--- src/rtl/tdmfmt_pkg.sv ---
`timescale 1ns/1ps
package tdmfmt_pkg;
  localparam int WORD_W   = 16;
  localparam int NUM_CH   = 4;
  localparam int NUM_PINS = 4;
  localparam int PAIR_W   = 2 * WORD_W;
  localparam int IDX_W    = $clog2(PAIR_W);
  localparam int CHSEL_W  = $clog2(NUM_CH);

  typedef enum logic [1:0] {
    MUX_QUAD       = 2'd0,
    MUX_DUAL       = 2'd1,
    MUX_SINGLE     = 2'd2,
    MUX_SINGLE_ALT = 2'd3
  } muxSel_e;

  // Strobes from the sequencer to the datapath
  typedef struct packed {
    logic                launch;     // this clock edge is a serial launch edge
    logic                active;     // frame pending or running
    logic                capture;    // latch channel inputs now
    logic                emit;       // a frame bit is launched at this edge
    logic                strobeSlot; // current bit is a word strobe
    logic                firstSlot;  // current bit is the first of the frame
    muxSel_e             mode;       // routing latched for this frame
    logic [CHSEL_W-1:0]  chanSeq;    // channel position along a shared line
    logic [IDX_W-1:0]    bitIdx;     // bit of {I,Q} to put on the line
  } fmtCtl_t;
endpackage

--- src/rtl/tdmfmt_ctrl.sv ---
`timescale 1ns/1ps
module tdmfmt_ctrl
  import tdmfmt_pkg::*;
(
  input  logic       clk,
  input  logic       rstN,
  input  logic       newSample,
  input  logic [1:0] muxMode,
  input  logic       packedMode,
  output logic       serPhase,
  output fmtCtl_t    ctl
);
  localparam int CNT_W  = $clog2(PAIR_W + 1);
  localparam int WIDX_W = $clog2(2 * NUM_CH);

  logic              phase;
  logic              run;
  logic              pending;
  logic              packedQ;
  muxSel_e           modeQ;
  logic [CNT_W-1:0]  bitCnt;
  logic [CNT_W-1:0]  lastBit;
  logic [CNT_W-1:0]  dataPos;
  logic [CNT_W-1:0]  topIdx;
  logic [WIDX_W-1:0] wordIdx;
  logic [WIDX_W-1:0] lastWord;
  logic              launch;
  logic              busy;
  logic              capture;
  logic              emit;
  logic              lastSlot;

  assign launch  = !phase;
  assign busy    = run | pending;
  assign capture = newSample & !busy;
  assign emit    = launch & busy;

  always_comb begin
    unique case (modeQ)
      MUX_QUAD: lastWord = WIDX_W'((NUM_CH / NUM_PINS) * (packedQ ? 1 : 2) - 1);
      MUX_DUAL: lastWord = WIDX_W'((NUM_CH / 2) * (packedQ ? 1 : 2) - 1);
      default:  lastWord = WIDX_W'(NUM_CH * (packedQ ? 1 : 2) - 1);
    endcase
    lastBit = packedQ ? CNT_W'(PAIR_W) : CNT_W'(WORD_W);
  end

  assign lastSlot = (bitCnt == lastBit) && (wordIdx == lastWord);

  always_ff @(posedge clk) begin
    if (!rstN) begin
      phase   <= 1'b0;
      run     <= 1'b0;
      pending <= 1'b0;
      packedQ <= 1'b0;
      modeQ   <= MUX_QUAD;
      bitCnt  <= '0;
      wordIdx <= '0;
    end else begin
      phase <= !phase;
      if (capture) begin
        pending <= 1'b1;
        modeQ   <= muxSel_e'(muxMode);
        packedQ <= packedMode;
      end
      if (emit) begin
        pending <= 1'b0;
        if (lastSlot) begin
          run     <= 1'b0;
          bitCnt  <= '0;
          wordIdx <= '0;
        end else begin
          run <= 1'b1;
          if (bitCnt == lastBit) begin
            bitCnt  <= '0;
            wordIdx <= wordIdx + 1'b1;
          end else begin
            bitCnt <= bitCnt + 1'b1;
          end
        end
      end
    end
  end

  // Bit position inside {I,Q}: split framing restarts at the top of the Q half
  logic qHalf;
  assign qHalf   = !packedQ & wordIdx[0];
  assign dataPos = bitCnt - 1'b1;
  assign topIdx  = qHalf ? CNT_W'(WORD_W - 1) : CNT_W'(PAIR_W - 1);

  assign serPhase       = phase;
  assign ctl.launch     = launch;
  assign ctl.active     = busy;
  assign ctl.capture    = capture;
  assign ctl.emit       = emit;
  assign ctl.strobeSlot = (bitCnt == '0);
  assign ctl.firstSlot  = (bitCnt == '0) && (wordIdx == '0);
  assign ctl.mode       = modeQ;
  assign ctl.chanSeq    = packedQ ? wordIdx[CHSEL_W-1:0] : wordIdx[CHSEL_W:1];
  assign ctl.bitIdx     = IDX_W'(topIdx - dataPos);

  // routing and framing stay fixed while a frame is pending or running
  a_r12_config_held: assert property (@(posedge clk) disable iff (!rstN)
    busy |=> ($stable(modeQ) && $stable(packedQ)));

  // inside a frame every launch edge emits a bit, so there is no gap
  a_r8_no_gap: assert property (@(posedge clk) disable iff (!rstN)
    (run && launch) |-> emit);
endmodule

--- src/rtl/tdmfmt_datapath.sv ---
`timescale 1ns/1ps
module tdmfmt_datapath
  import tdmfmt_pkg::*;
(
  input  logic                       clk,
  input  logic                       rstN,
  input  fmtCtl_t                    ctl,
  input  logic [NUM_CH*WORD_W-1:0]   chanI,
  input  logic [NUM_CH*WORD_W-1:0]   chanQ,
  output logic                       strobeQ,
  output logic                       readyQ,
  output logic [NUM_PINS-1:0]        dataQ
);
  logic [NUM_CH-1:0][PAIR_W-1:0] held;
  logic [NUM_PINS-1:0]           pinBit;

  always_ff @(posedge clk) begin
    if (!rstN) begin
      held <= '0;
    end else if (ctl.capture) begin
      for (int c = 0; c < NUM_CH; c++) begin
        held[c] <= {chanI[c*WORD_W +: WORD_W], chanQ[c*WORD_W +: WORD_W]};
      end
    end
  end

  for (genvar p = 0; p < NUM_PINS; p++) begin : g_pin
    logic [CHSEL_W-1:0] srcCh;
    logic               live;
    always_comb begin
      unique case (ctl.mode)
        MUX_QUAD: begin
          srcCh = CHSEL_W'(p % NUM_CH);
          live  = 1'b1;
        end
        MUX_DUAL: begin
          srcCh = CHSEL_W'((p % 2) * 2) | CHSEL_W'(ctl.chanSeq[0]);
          live  = (p < 2);
        end
        default: begin
          srcCh = ctl.chanSeq;
          live  = (p == 0);
        end
      endcase
    end
    assign pinBit[p] = live & held[srcCh][ctl.bitIdx];
  end

  always_ff @(posedge clk) begin
    if (!rstN) begin
      strobeQ <= 1'b0;
      readyQ  <= 1'b0;
      dataQ   <= '0;
    end else if (ctl.launch) begin
      strobeQ <= ctl.emit & ctl.strobeSlot;
      readyQ  <= ctl.emit & ctl.firstSlot;
      dataQ   <= (ctl.emit && !ctl.strobeSlot) ? pinBit : '0;
    end
  end

  // the frame marker only ever sits on a strobe bit
  a_r2_ready_on_strobe: assert property (@(posedge clk) disable iff (!rstN)
    readyQ |-> strobeQ);

  // line values move only on launch edges
  a_r9_launch_only: assert property (@(posedge clk) disable iff (!rstN)
    !ctl.launch |=> ($stable(dataQ) && $stable(strobeQ) && $stable(readyQ)));

  // lines 2 and 3 carry nothing in two-line routing
  a_r13_dual_idle_pins: assert property (@(posedge clk) disable iff (!rstN)
    (ctl.launch && ctl.mode == MUX_DUAL) |=> (dataQ[NUM_PINS-1:2] == '0));

  // latched samples are frozen while a frame is pending or running
  a_r12_samples_held: assert property (@(posedge clk) disable iff (!rstN)
    ctl.active |=> $stable(held));

  // a strobe lasts one bit, the next launched bit is data
  a_r6_single_strobe: assert property (@(posedge clk) disable iff (!rstN)
    (ctl.launch && strobeQ) |-> !(ctl.emit && ctl.strobeSlot));
endmodule

--- src/rtl/tdm_serial_formatter.sv ---
`timescale 1ns/1ps
module tdm_serial_formatter
  import tdmfmt_pkg::*;
(
  input  logic                      clk,
  input  logic                      rstN,
  input  logic                      newSample,
  input  logic [NUM_CH*WORD_W-1:0]  chanI,
  input  logic [NUM_CH*WORD_W-1:0]  chanQ,
  input  logic [1:0]                muxMode,
  input  logic                      packedMode,
  input  logic                      strobeInvert,
  input  logic                      clkInvert,
  input  logic                      outEnable,
  output logic                      serClk,
  output logic                      frameStrobe,
  output logic [NUM_PINS-1:0]       serData,
  output logic                      ready,
  output logic                      padOe
);
  fmtCtl_t             ctl;
  logic                serPhase;
  logic                strobeQ;
  logic                readyQ;
  logic [NUM_PINS-1:0] dataQ;

  tdmfmt_ctrl ctrl_i (
    .clk        (clk),
    .rstN       (rstN),
    .newSample  (newSample),
    .muxMode    (muxMode),
    .packedMode (packedMode),
    .serPhase   (serPhase),
    .ctl        (ctl)
  );

  tdmfmt_datapath dp_i (
    .clk     (clk),
    .rstN    (rstN),
    .ctl     (ctl),
    .chanI   (chanI),
    .chanQ   (chanQ),
    .strobeQ (strobeQ),
    .readyQ  (readyQ),
    .dataQ   (dataQ)
  );

  // Phase is high in the half bit after a launch edge
  assign serClk      = outEnable & (serPhase ^ clkInvert);
  assign frameStrobe = outEnable ? (strobeQ ^ strobeInvert) : strobeInvert;
  assign serData     = outEnable ? dataQ : '0;
  assign ready       = readyQ;
  assign padOe       = outEnable;

  // the pins stay quiet while the output stage is off
  a_r11_quiet_when_off: assert property (@(posedge clk) disable iff (!rstN)
    !padOe |-> (serData == '0 && !serClk));
endmodule

--- config.mk ---
export PLATFORM = sky130hd
export DESIGN_NAME = tdm_serial_formatter
export DESIGN_NICKNAME = d
export VERILOG_FILES = /design/src/rtl/tdmfmt_pkg.sv /design/src/rtl/tdmfmt_ctrl.sv /design/src/rtl/tdmfmt_datapath.sv /design/src/rtl/tdm_serial_formatter.sv
export SDC_FILE = /design/constraint.sdc
export NUM_CORES = 1
export LEC_CHECK = 0
export BUFFER_PORTS_ARGS = -buffer_cell sky130_fd_sc_hd__buf_2
export CAP_MARGIN = 20
export CORE_MARGIN = 10
export CORE_UTILIZATION = 45
export CTS_CLUSTER_DIAMETER = 30
export DETAILED_ROUTE_END_ITERATION = 12
export HOLD_SLACK_MARGIN = 0.08
export PLACE_DENSITY = 0.65
export SLEW_MARGIN = 15
export SYNTH_ARGS = -nofsm -noshare
export SYNTH_HDL_FRONTEND = slang
export SYNTH_SLANG_ARGS = --single-unit
export TNS_END_PERCENT = 10
--- constraint.sdc ---
create_clock -name clk -period 3.35 [get_ports clk]
set_input_delay 0.335 -clock clk [delete_from_list [all_inputs] [get_ports clk]]
set_output_delay 0.335 -clock clk [all_outputs]
set_load 0.01 [all_outputs]
Word-level counts from Yosys, hierarchy flattened
Index checks and enable logic that the tools add are counted.
{"block": "word_totals", "ff_bits": 149, "input_bits": 137, "output_inout_bits": 8, "word_cells": 91}
{"block": "op_classes", "n_addsub": 7, "order_cmp": 5, "n_eq_ne": 3, "muxes": 35, "bitwise_logic": 13, "n_reduce_logical": 14}
{"op": "binary-select mux 32 bit (select 2 bit)", "count": 4}
{"op": "2-to-1 mux 32 bit", "count": 4}
{"op": "binary-select mux 1 bit (select 5 bit)", "count": 4}
{"op": "2-to-1 mux 6 bit", "count": 3}
{"op": "one-hot mux 2 bit (2 select lines)", "count": 4}
{"op": "< comparator 2 x 3 -> 1 bit (second input constant)", "count": 4}
{"op": "AND 1 bit", "count": 9}
{"op": "2-to-1 mux 1 bit", "count": 8}
{"op": "2-to-1 mux 4 bit", "count": 2}
{"op": "adder 6 x 1 -> 6 bit (second input constant)", "count": 1}
{"op": "== test 6 bit", "count": 1}
{"op": "zero test 6 bit", "count": 1}
{"op": "< comparator 5 x 6 -> 1 bit (second input constant)", "count": 1}
{"op": "2-to-1 mux 3 bit", "count": 2}
{"op": "one-hot mux 3 bit (2 select lines)", "count": 1}
{"op": "subtractor 3 x 2 -> 3 bit (second input constant)", "count": 2}
{"op": "2-to-1 mux 5 bit", "count": 1}
{"op": "subtractor 5 x 1 -> 5 bit (second input constant)", "count": 1}
{"op": "subtractor 5 bit", "count": 1}
{"op": "zero test 1 bit", "count": 4}
{"op": "2-to-1 mux 2 bit", "count": 2}
{"op": "OR reduction 2 bit", "count": 2}
{"op": "adder 3 x 1 -> 3 bit (second input constant)", "count": 1}
{"op": "== test 3 bit", "count": 1}
{"op": "10 further kinds", "count": 13}

Logic depth before layout (Yosys ltp)
{"block": "logic_depth", "depth_word": 8, "depth_mapped": 13, "ltp_nobuf": 10}

Hierarchy
Synthesis repeated with hierarchy kept, for this count alone.
{"block": "hier_totals", "cells_unflattened": 1122, "area_unflattened_um2": 10582.6}
{"module": "tdmfmt_datapath", "instances": 1, "cells_each": 1008, "area_per_inst_um2": 9594.2}
{"module": "tdmfmt_ctrl", "instances": 1, "cells_each": 105, "area_per_inst_um2": 920.9}
{"module": "tdm_serial_formatter", "instances": 1, "cells_each": 9, "area_per_inst_um2": 67.6}

Least setup slack after synthesis
OpenSTA, ideal clock, no wires.
{"block": "synth_timing", "path_kind": "register to register", "start": "register ctrl_i.bitCnt[0]", "end": "register dp_i.dataQ[1]", "setup_time_ps": 128, "arrival_time_ps": 2686, "slack_ps": 535, "path_stages_with_launch": 11, "n_path_buf": 3, "synth_period_minus_slack_ps": 2815, "cell_sequence": "dfxtp_1 -> clkinv_1 -> clkbuf_1 -> ha_1 -> clkbuf_1 -> buf_1 -> mux4_2 -> nand3_1 -> o21ai_0 -> nor4_1 -> o41ai_2"}
{"block": "synth_between", "elab_chain_len": 6}
{"element": "start: declaration", "line": "tdmfmt_ctrl.sv:21", "text": "logic [CNT_W-1:0] bitCnt;"}
{"element": "start signal: assignment", "line": "tdmfmt_ctrl.sv:77", "text": "bitCnt <= bitCnt + 1'b1;"}
{"element": "subtractor 5 x 1 -> 5 bit", "line": "tdmfmt_ctrl.sv:87", "text": "assign dataPos = bitCnt - 1'b1;"}
{"element": "subtractor 5 bit", "line": "tdmfmt_ctrl.sv:99", "text": "assign ctl.bitIdx = IDX_W'(topIdx - dataPos);"}
{"element": "binary-select mux 1 bit (select 5 bit)", "line": "tdmfmt_datapath.sv:46", "text": "assign pinBit[p] = live & held[srcCh][ctl.bitIdx];"}
{"element": "2-to-1 mux 1 bit (implied by the code)", "line": "tdmfmt_datapath.sv:46"}
{"element": "AND 1 bit", "line": "tdmfmt_datapath.sv:46"}
{"element": "2-to-1 mux 4 bit *", "line": "tdmfmt_datapath.sv:57", "text": "dataQ <= (ctl.emit && !ctl.strobeSlot) ? pinBit : '0;"}
{"element": "end signal: assignment", "line": "tdmfmt_datapath.sv:57"}
{"element": "end: declaration", "line": "tdmfmt_datapath.sv:12", "text": "output logic [NUM_PINS-1:0] dataQ"}
Every way passes the cells marked *; elsewhere a longest branch is shown, timed or not. The select of a mux whose other input is x is not followed.
A chain may end at the register's enable or synchronous reset.

Worst setup path in the final report
{"block": "layout_timing", "start": "register ctrl_i.wordIdx[1]", "end": "register dp_i.dataQ[0]"}
{"block": "layout_between", "elab_chain_len": 7}
{"element": "start: declaration", "line": "tdmfmt_ctrl.sv:25", "text": "logic [WIDX_W-1:0] wordIdx;"}
{"element": "start signal: assignment", "line": "tdmfmt_ctrl.sv:75", "text": "wordIdx <= wordIdx + 1'b1;"}
{"element": "2-to-1 mux 2 bit", "line": "tdmfmt_ctrl.sv:98", "text": "assign ctl.chanSeq = packedQ ? wordIdx[CHSEL_W-1:0] : wordIdx[CHSEL_W:1];"}
{"element": "one-hot mux 2 bit (2 select lines)", "line": "tdmfmt_datapath.sv:31", "text": "unique case (ctl.mode)"}
{"element": "binary-select mux 32 bit (select 2 bit)", "line": "tdmfmt_datapath.sv:46"}
{"element": "2-to-1 mux 32 bit (implied by the code)", "line": "tdmfmt_datapath.sv:46"}
{"element": "binary-select mux 1 bit (select 5 bit)", "line": "tdmfmt_datapath.sv:46"}
{"element": "2-to-1 mux 1 bit (implied by the code)", "line": "tdmfmt_datapath.sv:46"}
{"element": "2-to-1 mux 4 bit", "line": "tdmfmt_datapath.sv:57"}
No other way between the ends. The select of a mux whose other input is x is not followed.

==> run_results.csv <==
group,metric,value,unit
timing,hold_viol,0,
drt,routed_via_density,6.14,
synthesis,synth_edf_count,0,
timing,setup_violations,0,
global_route,grt_util_all_layers,0.274,
drt,postRouteAntennaNets,0,
die,dieArea,29200,um^2
timing,setup_tns,0,ps
die,coreArea,22500,um^2
worst_setup_path,cp_data_required_time,3670,ps
clocking,clk_pin_slew,70,ps
synthesis,async_flop_share,0,
drt,via_count,11051,
final_layout,area_growth,17.2,%
final_layout,n_antenna_cell,0,
timing,period_needed,3120,ps
final_layout,final_nets,1645,
worst_setup_path,setup.worst_path.end_class,"register",
flow_run,max_cap_violations,0,
timing,maxSlewHeadroom,0.487,
die,fp.dieW,171,um
synthesis,synthCells,1397,
place,portBuffers,144,
worst_setup_path,worstSetupPathType,"register to register",
timing,post-route-period-util,0.933,
die,die_h,171,um
power_and_ir_drop,p_leak,4.53,nW
die,rows,55,
clocking,ctsResizeCount,0,
die,start_util,0.456,
timing,rsz0062_at_grt,"no",
global_route,antenna_found_initial,0,
outcome,status,"complete, no violations",
timing,slew_viol_final,0,
final_layout,fillers,2216,
place,placed_cells,1769,
synthesis,syn_area_per_cell,7.34,um^2
clocking,clock_sinks,149,
synthesis,ys_warn_count,0,
drt,wl,40.8,mm
final_layout,fin_cells,1801,
drt,drcViolationCount,0,
drt,post_drt_wl_per_cell,22.7,um
global_route,grt_pass1_vias,10343,
clocking,cts_buffers,17,
die,ios,145,
synthesis,seq_area_frac_synth,0.291,
timing,fmax,320,MHz
clocking,cts_tree,"yes",
clocking,postCtsSetupRepairBufs,0,
final_layout,drive_gt1_frac,0.193,
power_and_ir_drop,cellPowerDensity,687,nW/um^2
worst_setup_path,cp.arrival,3440,ps
worst_setup_path,start_kind,"register",
clocking,cts_buffer_depth,2,
global_route,grt_max_degree,85,
power_and_ir_drop,irDropWorstVdd,0.430,mV
clocking,cts_hold_buf,0,
drt,dr.pass1.iters,6,
drt,drt_iter0_markers,1423,
worst_hold_path,min_path_type,"input port to register",
synthesis,ys_ff_latch,149,
place,dp_hpwl,29.5,mm
place,place_congestion,1.02,
timing,clock_skew,10.3,ps
global_route,grt_pass1_wl,62.2,mm
synthesis,synth_fp_nets,1539,
synthesis,syn-cell-area,10300,um^2
clocking,cts_max_level,4,
global_route,grt_overflow_total,0,
synthesis,ys.flop_type,"dfxtp_1",
synthesis,synthDistinctLibCells,77,
worst_setup_path,worstPathMaxFanout,24,
clocking,clkLatencyLatePin,450,ps
clocking,cts_root_buf,"clkbuf_16",
timing,worstMarginPinSlew,769,ps
## worst paths after layout
| kind | endpoint | startpoint | slack (ps) | depth (start not counted) |
|---|---|---|---|---|
| max | dp_i.dataQ[0] | ctrl_i.wordIdx[1] | 230 | 10 |
| min | dp_i.held[112] | chanI[48] | 130 | 3 |
| max reg2reg | dp_i.dataQ[0] | ctrl_i.wordIdx[1] | 230 | 10 |
| min reg2reg | dp_i.strobeQ | dp_i.strobeQ | 480 | 2 |
## cells by family after synthesis
| kind of cell | share of synthesized area |
|---|---|
| AO/OA/AOI/OAI | 0.242 |
| multiplexers | 0.105 |
| buffers and inverters | 0.0542 |
| flip-flops | 0.291 |
| XOR/XNOR | 0.0133 |
| adder cells (fa/ha/maj) | 0.00610 |
| AND/OR/NAND/NOR | 0.288 |
## layout make-up
| class | instances | area, um^2 | share of cell area |
|---|---|---|---|
| clock buffers | 18 | 439 | 0.0366 |
| multi-input cells | 1120 | 6730 | 0.560 |
| well taps | 285 | 357 | 0.0297 |
| clock inverters | 14 | 138 | 0.0115 |
| repair buffers | 204 | 1320 | 0.110 |
| flip-flops and latches | 149 | 2980 | 0.248 |
| inverters | 11 | 41.3 | 0.00344 |
## power breakdown
group | total (mW) | leakage (nW) | internal (mW) | switching, mW
Combinational | 3.92 | 3.03 | 1.39 | 2.53
Sequential | 2.39 | 1.22 | 2.03 | 0.357
Clock | 1.94 | 0.279 | 1.01 | 0.934
Total | 8.25 | 4.53 | 4.43 | 3.82
## synthesized netlist by cell type, types with 5 or more instances
| master | instances | area, um^2 |
|---|---|---|
| a211oi_1 | 25 | 188 |
| a21boi_0 | 133 | 998 |
| a21oi_1 | 38 | 190 |
| a22oi_1 | 5 | 37.5 |
| a311oi_1 | 19 | 166 |
| a31oi_1 | 28 | 175 |
| a32oi_1 | 6 | 52.6 |
| and2_1 | 6 | 37.5 |
| and3_1 | 29 | 181 |
| buf_1 | 7 | 26.3 |
| buf_2 | 36 | 180 |
| buf_4 | 6 | 45.0 |
| clkbuf_1 | 67 | 251 |
| dfxtp_1 | 149 | 2980 |
| ha_1 | 5 | 62.6 |
| inv_1 | 8 | 30.0 |
| mux2i_1 | 32 | 320 |
| mux4_2 | 27 | 608 |
| nand2_1 | 503 | 1890 |
| nand3_1 | 51 | 255 |
| nand4_1 | 14 | 87.6 |
| nor2_1 | 35 | 131 |
| nor3_1 | 24 | 120 |
| nor4_1 | 9 | 56.3 |
| o211ai_1 | 6 | 45.0 |
| o21ai_0 | 21 | 105 |
| o31ai_1 | 6 | 45.0 |
| or4_1 | 6 | 45.0 |
| xnor2_1 | 8 | 70.1 |
| xor2_1 | 5 | 43.8 |
## flip-flops by register name, indices dropped and copies added, names as in the netlist
name	flops
ctrl_i.bitCnt	6
ctrl_i.modeQ	2
ctrl_i.packedQ	1
ctrl_i.pending	1
ctrl_i.run	1
ctrl_i.serPhase	1
ctrl_i.wordIdx	3
dp_i.dataQ	4
dp_i.held	128
dp_i.readyQ	1
dp_i.strobeQ	1
## per-layer routing
| metal | track usage | share of wire |
|---|---|---|
| met3 | 0.0592 | 0.10 |
| met5 | 0 | 0 |
| met1 | 0.376 | 0.43 |
| met2 | 0.410 | 0.43 |
| met4 | 0.109 | 0.032 |
## placed cells by master, fill, tap and decap left out, types with 21 or more instances in the layout
cell / instances
a211oi_1: 25
a21boi_0: 133
a21oi_1: 38
a31oi_1: 28
and3_1: 29
buf_2: 143
buf_4: 49
dfxtp_1: 149
mux2i_1: 32
mux4_2: 27
nand2_1: 502
nand3_1: 51
nor2_1: 35
nor3_1: 24
o21ai_0: 21
## stage by stage
step	area [um^2]	hold slack, ps	utilization	setup WS, ps	power (mW)
2_1_floorplan	10300	441	-	535	4.66
3_3_place_gp	11400	456	0.508	351	6.23
3_5_place_dp	11400	467	0.508	320	6.22
4_1_cts	12000	122	0.534	290	8.16
5_1_grt	12000	128	0.534	81.9	8.63
6_report	12000	128	0.534	226	8.25
## worst max-delay path: stages, from the launching register on
cell and delay, ps:
dfxtp_1 420, buf_4 190, mux2_4 370, nand2_1 390, buf_12 300, a211oi_1 380
a211oi_1 100, a311oi_1 390, o41ai_1 160, a31oi_1 200, o41ai_2 90
(Power assumes the default switching activity.)
